`src/rtl/rfs_pkg.sv`:
```
// Shared types for the refresh scheduler: strobe engine states and the
// start-up phases. No logic lives here.
package rfs_pkg;

    typedef enum logic [1:0] {
        ST_IDLE   = 2'd0,
        ST_LEAD   = 2'd1,
        ST_STROBE = 2'd2,
        ST_PRE    = 2'd3
    } rfs_state_e;

    typedef enum logic [1:0] {
        PH_PAUSE = 2'd0,
        PH_INIT  = 2'd1,
        PH_RUN   = 2'd2
    } rfs_phase_e;

endpackage

```
`src/rtl/rfs_init_seq.sv`:
```
// Start-up sequencer. It counts the power-up pause, then asks for
// INIT_CYCLES refresh cycles and counts their completions, then holds
// ready high until reset.
// Assumes cyc_done pulses for one cycle at the end of each refresh cycle.
module rfs_init_seq
    import rfs_pkg::*;
#(
    parameter int PAUSE_CYC   = 50000,
    parameter int INIT_CYCLES = 8
) (
    input  logic clk,
    input  logic rst_n,
    input  logic cyc_done,
    output logic init_req,
    output logic ready
);

    localparam int PW = (PAUSE_CYC > 1) ? $clog2(PAUSE_CYC) : 1;
    localparam int DW = $clog2(INIT_CYCLES + 1);

    rfs_phase_e      phase_q;
    logic [PW-1:0]   pause_cnt;
    logic [DW-1:0]   done_cnt;

    // Phase progression: pause, then init cycles, then run.
    always_ff @(posedge clk) begin
        if (!rst_n) begin
            phase_q   <= PH_PAUSE;
            pause_cnt <= '0;
            done_cnt  <= '0;
        end else begin
            case (phase_q)
                PH_PAUSE: begin
                    if (pause_cnt == PW'(PAUSE_CYC - 1)) phase_q <= PH_INIT;
                    else                                pause_cnt <= pause_cnt + 1'b1;
                end
                PH_INIT: begin
                    if (cyc_done) begin
                        done_cnt <= done_cnt + 1'b1;
                        if (done_cnt == DW'(INIT_CYCLES - 1)) phase_q <= PH_RUN;
                    end
                end
                PH_RUN:  phase_q <= PH_RUN;
                default: phase_q <= PH_PAUSE;
            endcase
        end
    end

    assign init_req = (phase_q == PH_INIT);
    assign ready    = (phase_q == PH_RUN);

endmodule

```
`src/rtl/rfs_interval.sv`:
```
// Refresh interval timer. While enabled it emits a one-cycle tick every
// period. The period follows the current refresh style, since row-only
// refresh must cover more rows in the same retention time.
// Assumes both periods are at least 1.
module rfs_interval #(
    parameter int INTERVAL_CYC    = 3900,
    parameter int INTERVAL_RO_CYC = 1950
) (
    input  logic clk,
    input  logic rst_n,
    input  logic enable,
    input  logic sel_ro,
    output logic tick
);

    localparam int IMAX = (INTERVAL_CYC > INTERVAL_RO_CYC) ? INTERVAL_CYC : INTERVAL_RO_CYC;
    localparam int IW   = (IMAX > 1) ? $clog2(IMAX) : 1;

    logic [IW-1:0] cnt;
    logic [IW-1:0] limit;

    // Pick the terminal count for the current refresh style.
    always_comb limit = sel_ro ? IW'(INTERVAL_RO_CYC - 1) : IW'(INTERVAL_CYC - 1);

    assign tick = enable && (cnt >= limit);

    // Free-running period counter, held at zero until enabled.
    always_ff @(posedge clk) begin
        if (!rst_n)       cnt <= '0;
        else if (!enable) cnt <= '0;
        else if (tick)    cnt <= '0;
        else              cnt <= cnt + 1'b1;
    end

endmodule

```
`src/rtl/rfs_backlog.sv`:
```
// Saturating counter of owed refreshes. It increments on a due tick and
// decrements when a refresh starts; both in one cycle leave it unchanged.
// Assumes dec is only raised while the count is non-zero.
module rfs_backlog #(
    parameter int MAX_OWED = 8,
    localparam int OW      = $clog2(MAX_OWED + 1)
) (
    input  logic          clk,
    input  logic          rst_n,
    input  logic          inc,
    input  logic          dec,
    output logic [OW-1:0] count,
    output logic          full,
    output logic          any
);

    // Up/down count with saturation at both ends.
    always_ff @(posedge clk) begin
        if (!rst_n) begin
            count <= '0;
        end else begin
            case ({inc, dec})
                2'b10:   if (count != OW'(MAX_OWED)) count <= count + 1'b1;
                2'b01:   if (count != '0)            count <= count - 1'b1;
                default: count <= count;
            endcase
        end
    end

    assign full = (count == OW'(MAX_OWED));
    assign any  = (count != '0);

endmodule

```
`src/rtl/rfs_strobe_engine.sv`:
```
// Refresh cycle generator with a lead, strobe and precharge phase.
// - Column-first style: cas_n falls in the lead phase and stays low
//   through the strobe phase.
// - Row-only style: the lead phase is address setup with cas_n high.
// The row counter advances as each row-only strobe ends.
// Assumes start is only raised while idle, and each phase is at least
// one cycle long.
module rfs_strobe_engine
    import rfs_pkg::*;
#(
    parameter int LEAD_CYC    = 2,
    parameter int RAS_LOW_CYC = 13,
    parameter int PRE_CYC     = 8,
    parameter int ROW_W       = 13
) (
    input  logic             clk,
    input  logic             rst_n,
    input  logic             start,
    input  logic             ras_only,
    output logic             idle,
    output logic             cyc_done,
    output logic             ras_n,
    output logic             cas_n,
    output logic             we_n,
    output logic [ROW_W-1:0] row_addr
);

    localparam int M1 = (LEAD_CYC > RAS_LOW_CYC) ? LEAD_CYC : RAS_LOW_CYC;
    localparam int PM = (M1 > PRE_CYC) ? M1 : PRE_CYC;
    localparam int CW = (PM > 1) ? $clog2(PM) : 1;

    rfs_state_e       state_q;
    logic [CW-1:0]    cnt;
    logic             ro_q;
    logic [ROW_W-1:0] row_q;
    logic             lead_last, strobe_last, pre_last;

    assign lead_last   = (cnt == CW'(LEAD_CYC - 1));
    assign strobe_last = (cnt == CW'(RAS_LOW_CYC - 1));
    assign pre_last    = (cnt == CW'(PRE_CYC - 1));

    // Phase sequencing, style capture and row counter update.
    always_ff @(posedge clk) begin
        if (!rst_n) begin
            state_q <= ST_IDLE;
            cnt     <= '0;
            ro_q    <= 1'b0;
            row_q   <= '0;
        end else begin
            case (state_q)
                ST_IDLE: begin
                    if (start) begin
                        state_q <= ST_LEAD;
                        cnt     <= '0;
                        ro_q    <= ras_only;
                    end
                end
                ST_LEAD: begin
                    if (lead_last) begin
                        state_q <= ST_STROBE;
                        cnt     <= '0;
                    end else begin
                        cnt <= cnt + 1'b1;
                    end
                end
                ST_STROBE: begin
                    if (strobe_last) begin
                        state_q <= ST_PRE;
                        cnt     <= '0;
                        if (ro_q) row_q <= row_q + 1'b1;
                    end else begin
                        cnt <= cnt + 1'b1;
                    end
                end
                ST_PRE: begin
                    if (pre_last) begin
                        state_q <= ST_IDLE;
                        cnt     <= '0;
                    end else begin
                        cnt <= cnt + 1'b1;
                    end
                end
                default: state_q <= ST_IDLE;
            endcase
        end
    end

    assign idle     = (state_q == ST_IDLE);
    assign cyc_done = (state_q == ST_PRE) && pre_last;
    assign ras_n    = (state_q != ST_STROBE);
    assign cas_n    = ro_q || !((state_q == ST_LEAD) || (state_q == ST_STROBE));
    assign we_n     = 1'b1;
    assign row_addr = row_q;

endmodule

```
`src/rtl/refresh_sched.sv`:
```
// Top of the refresh scheduler. It joins the start-up sequencer, interval
// timer, owed-refresh counter and strobe engine, and arbitrates the
// shared strobes against the access controller's request.
// Assumes the access controller drives the DRAM strobes only while
// host_gnt is high and gives them up the cycle host_gnt falls.
module refresh_sched #(
    parameter int PAUSE_CYC       = 50000,
    parameter int INIT_CYCLES     = 8,
    parameter int INTERVAL_CYC    = 3900,
    parameter int INTERVAL_RO_CYC = 1950,
    parameter int LEAD_CYC        = 2,
    parameter int RAS_LOW_CYC     = 13,
    parameter int PRE_CYC         = 8,
    parameter int MAX_OWED        = 8,
    parameter int ROW_W           = 13,
    localparam int OWED_W         = $clog2(MAX_OWED + 1)
) (
    input  logic              clk,
    input  logic              rst_n,
    input  logic              mode_ras_only,
    input  logic              host_req,
    output logic              host_gnt,
    output logic              ready,
    output logic              ras_n,
    output logic              cas_n,
    output logic              we_n,
    output logic [ROW_W-1:0]  row_addr,
    output logic [OWED_W-1:0] owed
);

    logic init_req, eng_idle, cyc_done, tick;
    logic owed_full, owed_any, start, gnt_q, gnt_d;

    rfs_init_seq #(
        .PAUSE_CYC   (PAUSE_CYC),
        .INIT_CYCLES (INIT_CYCLES)
    ) u_init (
        .clk      (clk),
        .rst_n    (rst_n),
        .cyc_done (cyc_done),
        .init_req (init_req),
        .ready    (ready)
    );

    rfs_interval #(
        .INTERVAL_CYC    (INTERVAL_CYC),
        .INTERVAL_RO_CYC (INTERVAL_RO_CYC)
    ) u_interval (
        .clk    (clk),
        .rst_n  (rst_n),
        .enable (ready),
        .sel_ro (mode_ras_only),
        .tick   (tick)
    );

    rfs_backlog #(
        .MAX_OWED (MAX_OWED)
    ) u_backlog (
        .clk   (clk),
        .rst_n (rst_n),
        .inc   (tick),
        .dec   (start && ready),
        .count (owed),
        .full  (owed_full),
        .any   (owed_any)
    );

    rfs_strobe_engine #(
        .LEAD_CYC    (LEAD_CYC),
        .RAS_LOW_CYC (RAS_LOW_CYC),
        .PRE_CYC     (PRE_CYC),
        .ROW_W       (ROW_W)
    ) u_engine (
        .clk      (clk),
        .rst_n    (rst_n),
        .start    (start),
        .ras_only (mode_ras_only),
        .idle     (eng_idle),
        .cyc_done (cyc_done),
        .ras_n    (ras_n),
        .cas_n    (cas_n),
        .we_n     (we_n),
        .row_addr (row_addr)
    );

    // Start a refresh when the strobes are free and one is due: always
    // during init, otherwise when the host is away or the backlog is full.
    always_comb begin
        start = eng_idle && !gnt_q &&
                (init_req || (ready && owed_any && (!host_req || owed_full)));
    end

    // Grant the host only after init, with the engine idle and room left.
    always_comb gnt_d = ready && host_req && eng_idle && !start && !owed_full;

    // Registered grant so ownership changes on clean clock boundaries.
    always_ff @(posedge clk) begin
        if (!rst_n) gnt_q <= 1'b0;
        else        gnt_q <= gnt_d;
    end

    assign host_gnt = gnt_q;

endmodule

```
`config.mk`:
```
export PLATFORM = sky130hd
export DESIGN_NAME = refresh_sched
export DESIGN_NICKNAME = d
export VERILOG_FILES = /design/src/rtl/rfs_pkg.sv /design/src/rtl/rfs_init_seq.sv /design/src/rtl/rfs_interval.sv /design/src/rtl/rfs_backlog.sv /design/src/rtl/rfs_strobe_engine.sv /design/src/rtl/refresh_sched.sv
export SDC_FILE = /design/constraint.sdc
export NUM_CORES = 1
export LEC_CHECK = 0
export BUFFER_PORTS_ARGS = -buffer_cell sky130_fd_sc_hd__buf_4
export CAP_MARGIN = 20
export CORE_MARGIN = 2
export CORE_UTILIZATION = 48
export CTS_BUF_LIST = sky130_fd_sc_hd__clkbuf_16
export CTS_CLUSTER_SIZE = 40
export DETAILED_ROUTE_END_ITERATION = 8
export PLACE_DENSITY = 0.68
export SETUP_SLACK_MARGIN = 0.02
export SLEW_MARGIN = 20
export SYNTH_ARGS = -nofsm -noshare
export SYNTH_HDL_FRONTEND = slang
export SYNTH_SLANG_ARGS = --single-unit
```
`constraint.sdc`:
```
create_clock -name clk -period 3.5 [get_ports clk]
set_clock_uncertainty 0.05 [all_clocks]
set_input_delay 0.175 -clock clk [delete_from_list [all_inputs] [get_ports clk]]
set_output_delay 0.175 -clock clk [all_outputs]
set_load 0.01 [all_outputs]
```
After elaboration in Yosys (flattened, before gate mapping)
Cells that the tools add are included.

cells by class
  add/subtract/negate cells = 7
  order comparisons = 1
  equality and inequality tests = 24
  multiplexer cells = 18
  bitwise logic cells = 3
  reduce and logical (&&, ||, !) cells = 32

operators by type and width
  operator               number
  $mux 4                 6
  $add 16x1->16 const B  1
  $eq 16x16->1 const B   1
  $ne 2x1->1 const B     8
  $pmux 4 s4             1
  $mux 2                 7
  $add 13x1->13 const B  1
  $add 12x1->12 const B  1
  $add 4x1->4 const B    3
  $ge 12x12->1           1
  $mux 12                1
  $logic_and 1x1->1      11
  $reduce_and 3->1       3
  $eq 2x2->1 const B     4
  $eq 4x3->1 const B     2
  $eq 4x4->1 const B     2
  $pmux 2 s4             1
  $pmux 4 s2             1
  $eq 2x1->1 const B     3
  $pmux 2 s3             1
  $reduce_and 2->1       3
  $logic_not 1->1        5
  $eq 4x1->1 const B     1
  $logic_not 2->1        2
  9 further kinds        15

storage, ports and cells
  register bits = 59
  input port bits = 4
  word-level logic and storage cells = 95

Longest topological paths before layout
Gate-level depths: netlist of the first run.

  word-level depth = 9
  gate-level depth with buffers = 13
  gate-level depth less buffers = 13

Hierarchy
From an unflattened synthesis of the first run, not the netlist that was laid out.

unflattened totals
  cells, all modules = 378
  area, all modules = 3425.8 um^2

by module, submodules not included
  module             instances  cells an instance  area each (um^2)
  rfs_init_seq       1          131                1173.6
  rfs_strobe_engine  1          134                1128.6
  rfs_interval       1          71                 747.0
  rfs_backlog        1          33                 302.8
  refresh_sched      1          9                  73.8

Worst setup path before layout of the first run
OpenSTA, ideal clock, no wires.

  path type = register to register
  start = register u_interval.cnt[1]
  end = register u_backlog.count[3]
  arrival time = 2962 ps
  required time = 3388 ps
  slack = 426 ps
  stages on the path, launching flop included = 14
  buffers on the path = 0
  path through = dfxtp_1 -> ha_1 -> a21o_1 -> a21oi_1 -> nor4_1 -> o41ai_1 -> nand3_1 -> inv_1 -> ha_1 -> a21o_1 -> a21oi_1 -> or4b_2 -> a21o_1 -> nand2_1

on the way
  cells in the longest elaborated chain, start to end = 5

RTL lines
  item                                                 RTL line            text
  start, declared                                      rfs_interval.sv:19  logic [IW-1:0] cnt;
  start signal, assigned                               rfs_interval.sv:32  else cnt <= cnt + 1'b1;
  $ge 12x12->1 (*)                                     rfs_interval.sv:25  assign tick = enable && (cnt >= limit);
  $logic_and 1x1->1 (*)                                rfs_interval.sv:25
  $eq 2x2->1 / $eq 2x1->1 (equally long branches)      rfs_backlog.sv:22   case ({inc, dec})
  $ne 2x1->1 (no source line) (tied with other cells)  -
  $reduce_and 3->1 (no source line)                    -
  end signal, assigned                                 rfs_backlog.sv:23   2'b10: if (count != OW'(MAX_OWED)) count <= count + 1'b1;
  end signal, assigned                                 rfs_backlog.sv:24   2'b01: if (count != '0) count <= count - 1'b1;
  end signal, assigned                                 rfs_backlog.sv:25   default: count <= count;
  end, declared                                        rfs_backlog.sv:12   output logic [OW-1:0] count,

Every way passes the cells marked *; elsewhere a longest branch is shown, timed or not.
A chain may end at the register's enable or synchronous reset.

Worst setup path in the final report of the first run
  start = register u_backlog.count[0]
  end = register u_backlog.count[3]

on the way
  cells in the longest elaborated chain, start to end = 9

RTL lines
  item                                                          RTL line                                                 text
  $eq 4x4->1 / $reduce_bool 4->1 (equally long branches)        rfs_backlog.sv:30, rfs_backlog.sv:24, rfs_backlog.sv:31
  $logic_or 1x1->1 / $logic_and 1x1->1 (equally long branches)  refresh_sched.sv:90                                      (init_req || (ready && owed_any && (!host_req || owed_full)));
  $logic_and 1x1->1                                             refresh_sched.sv:90
  $logic_or 1x1->1                                              refresh_sched.sv:90
  $logic_and 1x1->1                                             refresh_sched.sv:89                                      start = eng_idle && !gnt_q &&
  $logic_and 1x1->1                                             refresh_sched.sv:62                                      .dec (start && ready),
  $eq 2x2->1 / $eq 2x1->1 (equally long branches)               rfs_backlog.sv:22
  $ne 2x1->1 (no source line) (tied with other cells)           -
  $reduce_and 3->1 (no source line)                             -

Several ways; a longest one is shown, not always the timed one. The select of a mux whose other input is x is not followed.

==> out/metrics.cfg, run 1 <==
[clocking]
cts_hold_buf=0
cts_resized=0
root_buffer=clkbuf_16
clk-insertion-delay-late_ns=0.32
cts_made_buffers=9
post-cts-setup-buffers=0
cts_sinks=59
cts_tree=done
clk_pin_slew_ns=0.05
clock_tree.buffer_depth=2
htreeDepth=3

[routing]
drc_errors=0
routed_wl_um=5870
ant_nets=0
avgRoutedWirePerCell_um=12.6
num_vias=2456
drt_iter0_markers=91
vias_per_cell=5.28
drt_pass1_iterations=4

[grt]
grt_pass1_vias=2245
antenna_found_initial=0
grt_pass1_wl_um=10000
grt-ovfl-total=0
grt_use_total_pct=17.2
grt_max_degree=58

[worst_hold_path]
hp-class=primary input to flip-flop

[sta]
tns_ns=0
period_minus_slack_ns=3.07
timing.hold.ws_ns=0.0515
drv_slew=0
max-slew-margin-rel_pct=57.3
fin_crit_sh_pct=87.8
setup_violations=0
tightest_slew_ns=0.635
max_clock_freq_ghz=0.325
rsz0062_at_grt=no
setup_slack_ns=0.426
report.final.hold_viol_count=0

[layout]
final_common_cell=dfxtp_1
fin_area_um2=3680
num-nets-final=410
diodes=0
multiInputGateArea_um2=1850
final_cell_mix=dfxtp_1 (59), nand2_1 (34), xnor2_1 (26), and2_1 (26), buf_4 (25)
fillers=573
drive_above_1_share_pct=12.6
syn_to_final_growth_pct=16.8
seqCellArea_um2=1180

[floorplan]
fp.dieH_um=85.1
start_util_pct=49.7
fp.dieW_um=85.1
die_area_um2=7230
fp.coreArea_um2=6350
num_io_pins=26
rows=29

[power_and_ir_drop]
p_leak_nw=1.52
netSwitchingFraction_pct=20.5
ir_drop_mv=0.263
p_per_area_nw_per_um2=419
p_clk_share_pct=54.4
power_switching_w=0.000316
p_comb_share_pct=1.6
p_seq_share_pct=44.0
power.internal_w=0.00123

[logic_synthesis]
syn_inst=357
synth_cell_type_count=49
synth_ff_type=dfxtp_1
yosysWarnings=0
synth_edf_count=0
synth-seq-cells=59
async_reset_ff_share_pct=0
syn_nets=384
syn_area_um2=3150
synth-seq-area-share_pct=37.5
avgSynthCellArea_um2=8.83

[place]
hpwl_um=3940
io_buffers=24
place_ws_ns=0.456
place_area_um2=3400
place_congestion=0.875

[flow_run]
drv_cap=0

[worst_setup_path]
critical_path_class=flip-flop to flip-flop
rrSetupSlack_ns=0.43
cp_data_arrival_time_ns=3.29
critical_path_peak_fanout=8
endpoint_kind=flip-flop
cp_data_required_time_ns=3.72
worst_setup_path_start_kind=flip-flop

[status]
status=completed

-- flip-flops by register name, indices dropped and copies added (netlist names) --
signal / flops
u_init.pause_cnt: 16
u_engine.row_addr: 13
u_interval.cnt: 12
u_backlog.count: 4
u_engine.cnt: 4
u_init.done_cnt: 4
u_engine.state_q: 2
u_init.phase_q: 2
host_gnt: 1
u_engine.ro_q: 1
-- power groups by stage --
stage	clock network [W]	logic (W)	registers, W
floorplan	0	0.0000187	0.000692
global placement	0	0.0000243	0.000692
CTS	0.000856	0.0000252	0.000678
finish	0.000839	0.0000247	0.000678
detailed placement	0	0.0000249	0.000692
global route	0.000889	0.0000281	0.000678
-- area by class of cell --
type,count,share of cell area (%)
Sequential cell,59,32.1
Timing Repair Buffer,25,5.10
Tap cell,77,2.62
Clock buffer,9,6.12
Inverter,21,2.14
Clock inverter,7,1.66
Multi-Input combinational cell,267,50.3
-- synth_stat cells, types with 2 or more instances --
cell / count / area [µm²]
dfxtp_1: 59 / 1180
nand2_1: 34 / 128
and2_1: 26 / 163
xnor2_1: 26 / 228
ha_1: 22 / 275
nand3_1: 21 / 105
inv_1: 20 / 75.1
nor2_1: 20 / 75.1
xor2_1: 12 / 105
o21ai_0: 11 / 55.1
nand4_1: 10 / 62.6
nor3_1: 10 / 50.1
and3_1: 9 / 56.3
clkbuf_1: 9 / 33.8
mux2i_1: 7 / 70.1
a21boi_0: 6 / 45.0
a21oi_1: 5 / 25.0
nor2b_1: 5 / 31.3
a21o_1: 4 / 30.0
o21a_1: 3 / 22.5
o21bai_1: 3 / 22.5
and4_1: 2 / 17.5
nand2b_1: 2 / 12.5
o31ai_1: 2 / 15.0
o41ai_1: 2 / 17.5
or3_1: 2 / 12.5
or4b_2: 2 / 20.0
or4b_4: 2 / 27.5
-- final timing paths --
path / depth (start not counted) / startpoint / to
setup reg to reg: 11 / u_backlog.count[0]$_SDFFE_PN0P_ / u_backlog.count[3]$_SDFFE_PN0P_
hold / removal: 3 / host_req / host_gnt$_SDFF_PN0_
setup / recovery: 11 / u_backlog.count[0]$_SDFFE_PN0P_ / u_backlog.count[3]$_SDFFE_PN0P_
hold reg to reg: 2 / u_init.pause_cnt[1]$_SDFFE_PN0P_ / u_init.pause_cnt[1]$_SDFFE_PN0P_
-- stage by stage --
stage / power [W] / utilization [%] / cells
global placement: 0.000716 / 53.5 / 449
floorplan: 0.000710 / - / 357
finish: 0.00154 / 58.0 / 465
CTS: 0.00156 / 58.0 / 465
global route: 0.00160 / 58.0 / 465
detailed placement: 0.000717 / 53.5 / 449
-- critical path: stages, from the launching register on --
cell and delay, ns:
dfxtp_1 0.37, or4_1 0.54, a31oi_1 0.26, and2b_1 0.24, nand3_1 0.13, inv_1 0.07
ha_1 0.27, a21o_1 0.11, a21oi_1 0.10, or4b_2 0.64, a21o_1 0.19, nand2_1 0.05
-- logic make-up (layout without fill, tap and decap cells) --
logic type               Yosys count  in the layout  synth area share (%)
XOR/XNOR                          38             38                  10.6
adder cells (fa/ha/maj)           23             23                  9.36
buffers and inverters             31             62                  3.81
AO/OA/AOI/OAI                     42             42                  9.64
AND/OR/NAND/NOR                  156            156                  26.8
flip-flops                        59             59                  37.5
other                              1              1                 0.119
multiplexers                       7              7                  2.22
-- metal layers --
metal	up-vias	routed length (µm)	global-route usage (%)
li1	1275	-	-
met1	1137	3030	22.7
met2	35	2510	25.6
met3	9	224	5.84
met4	0	106	7.22
met5	-	0	0
No activity file was read; power rests on OpenSTA's default activity.
==> run 2, diff against run 1 <==
--- a/config.mk
+++ b/config.mk
@@ -7,12 +7,14 @@
 export LEC_CHECK = 0
 export BUFFER_PORTS_ARGS = -buffer_cell sky130_fd_sc_hd__buf_4
 export CAP_MARGIN = 20
+export CELL_PAD_IN_SITES_DETAIL_PLACEMENT = 0
+export CELL_PAD_IN_SITES_GLOBAL_PLACEMENT = 1
 export CORE_MARGIN = 2
-export CORE_UTILIZATION = 48
+export CORE_UTILIZATION = 44
 export CTS_BUF_LIST = sky130_fd_sc_hd__clkbuf_16
 export CTS_CLUSTER_SIZE = 40
 export DETAILED_ROUTE_END_ITERATION = 8
-export PLACE_DENSITY = 0.68
+export PLACE_DENSITY = 0.79
 export SETUP_SLACK_MARGIN = 0.02
 export SLEW_MARGIN = 20
 export SYNTH_ARGS = -nofsm -noshare
==> out/metrics.cfg, run 2 (synthesis gave the netlist of run 1 again) <==
[worst_setup_path]
path_buf_inv=1  ; unchanged
path_depth=11  ; unchanged
endpoint_kind=flip-flop  ; unchanged
worstSetupEndpoint=u_backlog.count[3]$_SDFFE_PN0P_  ; unchanged
path_common_cell=a21o_1  ; unchanged
cp-startpoint=u_backlog.count[0]$_SDFFE_PN0P_  ; unchanged
rrSetupSlack_ns=0.45  ; was 0.43 ns
critical_path_class=flip-flop to flip-flop  ; unchanged
timing.rr.start=u_backlog.count[0]$_SDFFE_PN0P_  ; unchanged
cp_data_arrival_time_ns=3.27  ; was 3.29 ns
path_cells=or4_1 -> a31oi_1 -> and2b_1 -> nand3_1 -> inv_1 -> ha_1 -> a21o_1 -> a21oi_1 -> or4b_2 -> a21o_1 -> nand2_1  ; unchanged
worst_setup_path_start_kind=flip-flop  ; unchanged
r2r_cells=11  ; unchanged
max_stage_delay_ns=0.63  ; was 0.64 ns
cp_data_required_time_ns=3.72  ; about the same
critPathSlowestCell=or4b_2  ; unchanged
r2r-end=u_backlog.count[3]$_SDFFE_PN0P_  ; unchanged
critical_path_peak_fanout=8  ; unchanged
crit_family=simple AND/OR/NAND/NOR gates  ; unchanged

[routing]
num_vias=2408  ; was 2,456
avgRoutedWirePerCell_um=12.0  ; was 12.6 µm
ant_nets=0  ; unchanged
drt_iter0_markers=98  ; was 91
routed_wl_um=5810  ; was 5870 µm
vias_per_cell=4.98  ; was 5.28
drc_errors=0  ; unchanged
drt_pass1_iterations=6  ; was 4

[layout]
largest-register=u_init.pause_cnt  ; unchanged
fin_area_um2=3730  ; was 3680 µm²
syn_to_final_growth_pct=18.3  ; was 16.8%
final_core_util_pct=54.3  ; was 58.0%
final_cell_mix=dfxtp_1 (59), nand2_1 (34), xnor2_1 (26), and2_1 (26), buf_4 (25)  ; unchanged
final_common_cell=dfxtp_1  ; unchanged
num-nets-final=410  ; unchanged
diodes=0  ; unchanged
largest_reg_flops=16  ; unchanged
drive_above_1_share_pct=12.9  ; was 12.6%

[grt]
grt_pass1_vias=2097  ; was 2,245
grt_max_degree=58  ; unchanged
grt_pass1_wl_um=9890  ; was 10,000 µm
grt-ovfl-total=0  ; unchanged
grt.met3_usage_pct=3.54  ; was 5.84%
grtUsageMet2_pct=22.5  ; was 25.6%
antenna_found_initial=0  ; unchanged
grt_use_total_pct=16.0  ; was 17.2%
grt_use_met1_pct=23.3  ; was 22.7%
busiest_layer=met1  ; was met2

[worst_hold_path]
hp-class=primary input to flip-flop  ; unchanged

[clocking]
post-cts-setup-buffers=0  ; unchanged
root_buffer=clkbuf_16  ; unchanged
cts_resized=0  ; unchanged
cts_sinks=59  ; unchanged
cts_tree=done  ; unchanged
cts_hold_buf=0  ; unchanged
clk-insertion-delay-late_ns=0.32  ; about the same
htreeDepth=3  ; unchanged
cts_made_buffers=9  ; unchanged
clk_pin_slew_ns=0.05  ; about the same
clock_tree.buffer_depth=2  ; unchanged

[place]
hpwl_um=3940  ; about the same
io_buffers=24  ; unchanged
place_area_um2=3420  ; was 3400 µm²
place_congestion=0.875  ; about the same

[floorplan]
fp.dieW_um=88.7  ; was 85.1 µm
fp.dieH_um=88.7  ; was 85.1 µm
fp.coreArea_um2=6870  ; was 6350 µm²
num_io_pins=26  ; unchanged
rows=30  ; was 29
start_util_pct=45.9  ; was 49.7%
die_area_um2=7860  ; was 7230 µm²

[sta]
max_clock_freq_ghz=0.328  ; was 0.325 GHz
drv_slew=0  ; unchanged
tns_ns=0  ; unchanged
rsz0062_at_grt=no  ; unchanged
setup_violations=0  ; unchanged
report.final.hold_viol_count=0  ; unchanged
fin_crit_sh_pct=87.1  ; was 87.8%
period_minus_slack_ns=3.05  ; was 3.07 ns
max-slew-margin-rel_pct=58.4  ; was 57.3%
tightest_slew_ns=0.619  ; was 0.635 ns

[power_and_ir_drop]
p_leak_nw=1.53  ; was 1.52 nW
ir_drop_mv=0.276  ; was 0.263 mV
p_per_area_nw_per_um2=432  ; was 419 nW/µm²

[status]
status=completed  ; unchanged

[flow_run]
drv_cap=0  ; unchanged

-- run 2: stage by stage --
step                      hold WS [ns]  std cells  power [W]  setup slack [ns]
final                           0.0538        484    0.00161             0.451
after detailed placement         0.382        468   0.000717             0.480
after global routing            0.0596        484    0.00167             0.272
after CTS                       0.0478        484    0.00163             0.460
after floorplan                  0.243        357   0.000710             0.426
after global placement           0.380        468   0.000717             0.521
-- run 2: report_power, final --
part            total, W  switching (W)  internal [W]
Sequential      0.000678     0.00000275      0.000675
Combinational  0.0000248      0.0000152    0.00000959
Clock           0.000907       0.000293      0.000614
Total            0.00161       0.000311       0.00130
-- run 2: worst min-delay path by stage --
stage | start | cells past startpoint | to | slack, ns
final | host_req | 3 | host_gnt$_SDFF_PN0_ | 0.05
after global routing | host_req | 3 | host_gnt$_SDFF_PN0_ | 0.06
after CTS | host_req | 3 | host_gnt$_SDFF_PN0_ | 0.05
after detailed placement | host_req | 3 | host_gnt$_SDFF_PN0_ | 0.38
after global placement | host_req | 3 | host_gnt$_SDFF_PN0_ | 0.38
after floorplan | host_req | 2 | host_gnt$_SDFF_PN0_ | 0.24
-- run 2: layout make-up --
type	instances	area, µm²
well taps	96	120
multi-input cells	267	1850
fillers	656	3140
flip-flops and latches	59	1180
repair buffers	25	188
clock buffers	9	225
clock inverters	7	85.1
inverters	21	78.8
-- run 2: routing by layer --
layer / wire [µm] / up-vias
li1: - / 1280
met1: 3120 / 1095
met2: 2450 / 24
met3: 139 / 9
met4: 106 / 0
met5: 0 / -
-- run 2: tightest hold or removal path, delay by kind of cell --
family,cells,cell delay [ns]
buf+inv,1,0.12
simple gates,2,0.08
